--- src/rtl/bool_unit.sv ---
module bool_unit #(
  parameter int W   = 36,
  parameter int AW  = 18,
  parameter int OPW = 9
) (
  input  logic           clk,
  input  logic           rst_n,
  input  logic           start,
  input  logic [OPW-1:0] opcode,
  input  logic [W-1:0]   ac_in,
  input  logic [W-1:0]   mem_in,
  input  logic [AW-1:0]  ea,
  output logic [W-1:0]   result,
  output logic           valid,
  output logic           ac_we,
  output logic           mem_we
);
  localparam int PAD = W - AW;

  logic [3:0]   func;
  logic [1:0]   mode;
  logic         accept;
  logic [W-1:0] operand;
  logic [W-1:0] next_res;

  assign func    = opcode[5:2];
  assign mode    = opcode[1:0];
  assign accept  = start && (opcode[OPW-1 -: 3] == 3'b100);
  assign operand = (mode == 2'b01) ? {{PAD{1'b0}}, ea} : mem_in;

  for (genvar i = 0; i < W; i++) begin : g_bit
    assign next_res[i] = func[{~operand[i], ~ac_in[i]}];
  end

  always_ff @(posedge clk) begin
    if (!rst_n) begin
      result <= '0;
      valid  <= 1'b0;
      ac_we  <= 1'b0;
      mem_we <= 1'b0;
    end else begin
      valid  <= accept;
      ac_we  <= accept && (mode != 2'b10);
      mem_we <= accept && mode[1];
      if (accept) result <= next_res;
    end
  end

  p_accept_valid_r2: assert property (@(posedge clk) disable iff (!rst_n)
    accept |=> valid);
  p_ignore_r6: assert property (@(posedge clk) disable iff (!rst_n)
    !accept |=> (!valid && !ac_we && !mem_we));
  p_hold_r7: assert property (@(posedge clk) disable iff (!rst_n)
    !accept |=> $stable(result));
  p_memonly_r5: assert property (@(posedge clk) disable iff (!rst_n)
    (accept && mode == 2'b10) |=> (mem_we && !ac_we));
  p_setz_r3: assert property (@(posedge clk) disable iff (!rst_n)
    (accept && func == 4'b0000) |=> (result == '0));
  p_imm_r4: assert property (@(posedge clk) disable iff (!rst_n)
    (accept && mode == 2'b01 && func == 4'b0011) |=> (result == {{PAD{1'b0}}, $past(ea)}));
endmodule

--- config.mk ---
export PLATFORM = sky130hd
export DESIGN_NAME = bool_unit
export DESIGN_NICKNAME = d
export VERILOG_FILES = /design/src/rtl/bool_unit.sv
export SDC_FILE = /design/constraint.sdc
export NUM_CORES = 1
export LEC_CHECK = 0
export BUFFER_PORTS_ARGS = -buffer_cell sky130_fd_sc_hd__buf_2
export CORE_MARGIN = 8
export CORE_UTILIZATION = 45
export CTS_CLUSTER_SIZE = 16
export DETAILED_ROUTE_END_ITERATION = 16
export PLACE_DENSITY = 0.87
export SYNTH_ARGS = -nofsm -noshare
export SYNTH_HDL_FRONTEND = slang
export SYNTH_SLANG_ARGS = --single-unit
--- constraint.sdc ---
create_clock -name clk -period 1.6 [get_ports clk]
set_clock_uncertainty 0.1 [all_clocks]
set_input_delay 0.32 -clock clk [delete_from_list [all_inputs] [get_ports clk]]
set_output_delay 0.32 -clock clk [all_outputs]
set_load 0.01 [all_outputs]
# ---- Yosys cells after proc, flatten, opt, wreduce, memory -nomap -nowiden
# Index checks and enable logic that the tools add are counted.
dict set report totals {
  romBits 0
  ramBits 0
  regBits 39
  inputBits 102
  out_inout_bits 39
  latchBits 0
  mem_count 0
}
dict set report classes {
  multipliers 0
  eq_ne 3
  muxes 73
  reduce_logical 3
  order_cmp 36
  n_div 0
  addsub 0
  n_shift 0
  n_bitwise 72
}
# operator count
set ops {}
lappend ops {{$lt 2x3->1 const B} 36}
lappend ops {{$bmux 1 s2} 36}
lappend ops {{$not 1->1} 72}
lappend ops {{$mux 1} 36}
lappend ops {{$mux 36} 1}
lappend ops {{$eq 3x3->1 const B} 1}
lappend ops {{$logic_and 1x1->1} 3}
lappend ops {{$eq 2x1->1 const B} 1}
lappend ops {{$ne 2x2->1 const B} 1}

# ---- Longest topological paths before layout
dict set report logic_depth {
  word_depth 5
  ltp_mapped 6
  mapped_depth_nobuf 4
}

# ---- Worst setup path after synthesis
# Ideal clock, no wire load.
dict set report synth_timing {
  path_type {input to register}
  startpoint {in opcode[1]}
  endpoint {reg result[24]}
  stages 6
  setup_ns 0.132
  n_path_buf 2
  t_arrival_ns 1.155
  slack_ns 0.213
  cell_sequence {nand2b_4 buf_12 buf_8 a221oi_1 a311o_1 a21oi_1}
}
dict set report synth_between {
  elab_chain_cells 5
}
# element line
set synth_rtl {}
lappend synth_rtl {{start, declared} 9} ;# input logic [OPW-1:0] opcode,
lappend synth_rtl {{$eq 2x1->1} 29} ;# assign operand = (mode == 2'b01) ? {{PAD{1'b0}}, ea} : mem_in;
lappend synth_rtl {{$mux 36} 29}
lappend synth_rtl {{$not 1->1} 32} ;# assign next_res[i] = func[{~operand[i], ~ac_in[i]}];
lappend synth_rtl {{$bmux 1 s2} 32}
lappend synth_rtl {{$mux 1 (not written as such)} 32}
lappend synth_rtl {{end signal, assigned} 45} ;# if (accept) result <= next_res;
lappend synth_rtl {{end, declared} 13} ;# output logic [W-1:0] result,
# No other way between the ends. The select of a mux whose other input is x is not followed.
# A chain may end at the register's enable or synchronous reset.

# ---- Final worst setup path
dict set report layout_timing {
  startpoint {in opcode[1]}
  endpoint {reg result[6]}
}
# Same word-level chain as after synthesis.

==> flow_summary.ini <==
[synthesis]
ys_seq_area_frac = 0.265
synth.net_count = 435
ys_ff_latch = 39
ys.warnings.count = 0
synth_cell_types = 22
avgSynthCellArea_sq_um = 8.86
synth_area_sq_mm = 0.00295
netlist_instances = 333

[finish]
drive_gt1_frac = 0.381
multi_input_area_sq_mm = 0.00196
syn_to_final_growth_pct = 29.6
seq_area_sq_um = 781
antenna_cells = 0
mostFrequentLayoutCells = buf_2, mux2i_1, dfxtp_1
nets = 560
layout_commonest_cell = buf_2
n_fill_cell = 555

[critical_path]
cp-end-kind = flop
cp_slowest_cell = mux2i_1
path_buf_inv = 2
path_class = input pin to flop
r2r-end = result[35]
crit_top_cell = mux2i_1
arrival_ps = 1360
r2r_cells = 2
required_ps = 1680
max_stage_delay_ps = 290
cp_top_family = multiplexers
worstSetupStartpointType = input pin
crit_chain = buf_2 > nand2b_4 > buf_12 > mux2i_1 > mux2i_1 > a21oi_1
r2r_start = result[35]
cp_max_fo = 19
r2r_slack_ps = 860

[floorplanning]
core_sq_mm = 0.00635
die_h_microns = 97.0
start_util = 0.465
rows = 29
boundaryPins = 141
dieArea_sq_mm = 0.00940
die_w_microns = 97.0

[pwr]
ir_worst_vdd_mv = 0.322
p_leak_nw = 1.93
p_per_area_mw_per_mm2 = 626

[clocking]
clk_latency_ps = 280
path_clk_slew_ps = 80
clockRootBuffer = clkbuf_8
clock_sinks = 39
cts_resized = 0
cts_max_path_buffers = 2
cts_hold_buf = 0
post_cts_buffers = 0
cts_max_level = 2
cts_buffers = 5
cts_tree = done

[grt]
grt_pass1_wl_microns = 15200
grt_max_degree = 39
grt_use_total = 0.189
antenna_found_initial = 0
grt-ovfl-total = 0
grt_pass1_vias = 3333

[sta]
slew_violations = 0
final-setup-viol-count = 0
rsz0062_at_grt = false
tns_ps = 0
hold_viol_final = 0
fin_crit_sh = 0.801
finalCriticalPeriod_ps = 1280
relSlewSlack = 0.792
worst_pin_slew_ps = 313
holdWs_ps = 194
max_freq_mhz = 780

[drt]
drt-total-wl_microns = 9280
drt_iter0_markers = 107
vias_per_cell = 5.69
vias = 3052
dr.pass1.iters = 4
ant_nets = 0
routedWlPerCell_microns = 17.3
drc = 0

[worst_hold_path]
whs_endpoint = mem_we
whs_path_depth = 2
hp-class = input pin to flop
min_from = opcode[1]

[place]
portBuffers = 140
dp.final_hpwl_microns = 6800
place_congestion = 0.758

[job]
cap_viol_max_count = 0

[run_status]
status = complete, no violations
-- worst max path at each step --
stage / from / endpoint / slack [ps] / cells past startpoint
after floorplan: opcode[1] / result[24] / 210 / 6
after global placement: opcode[1] / result[6] / 40 / 6
after detailed placement: opcode[1] / result[6] / 8 / 6
after CTS: opcode[1] / result[6] / 330 / 6
after global routing: opcode[1] / result[6] / 260 / 6
final: opcode[1] / result[6] / 320 / 6
-- cell usage after synthesis, drive strengths merged --
master   count  area [sq um]
mux2i       90           901
nor3         1          5.00
a311o       18           180
and2b       10          75.1
nor2        37           139
dfxtp       39           781
buf         22           175
and2         1          6.26
a21oi       36           180
nor2b        9          56.3
nand4bb      1          11.3
nand2       36           135
nand2b       1          13.8
inv          1          3.75
clkbuf      13          48.8
a221oi      18           239
-- metrics by stage --
step	total power, mW	setup WS, ps	area (sq um)	cells	utilization
2_1_floorplan	1.40	213	2950	333	-
6_report	2.39	318	3820	536	0.602
5_1_grt	2.51	256	3820	536	0.602
3_5_place_dp	1.67	8.28	3720	528	0.587
4_1_cts	2.42	326	3820	536	0.602
3_3_place_gp	1.65	39.9	3720	528	0.587
-- flip-flops by register name, indices dropped and copies added, names as in the netlist --
signal	cells
ac_we	1
mem_we	1
result	36
valid	1
-- cell type report --
class,instances,area share
repair buffers,153,0.232
well taps,77,0.0252
clock buffers,8,0.0262
flip-flops and latches,39,0.204
multi-input cells,258,0.512
inverters,1,0.000981
-- per-layer routing --
layer,routed length (microns),vias up,GRT usage
met1,3750,1438,0.202
li1,-,1457,-
met5,0,-,0
met2,4480,136,0.329
met3,859,21,0.0733
met4,188,0,0.0686
-- power by group --
group	switching (mW)	leakage, nW	internal, mW
Sequential	0.0128	0.316	0.994
Combinational	0.325	1.56	0.316
Clock	0.352	0.0515	0.394
Total	0.689	1.93	1.70
-- cells by family (layout without fill, tap and decap cells) --
kind of cell | count (synthesis) | after routing | synth area share
flops | 39 | 39 | 0.265
compound gates | 72 | 72 | 0.203
mux | 90 | 90 | 0.305
buf+inv | 36 | 162 | 0.0772
simple gates | 96 | 96 | 0.150
Power figures use the tool's default switching activity.
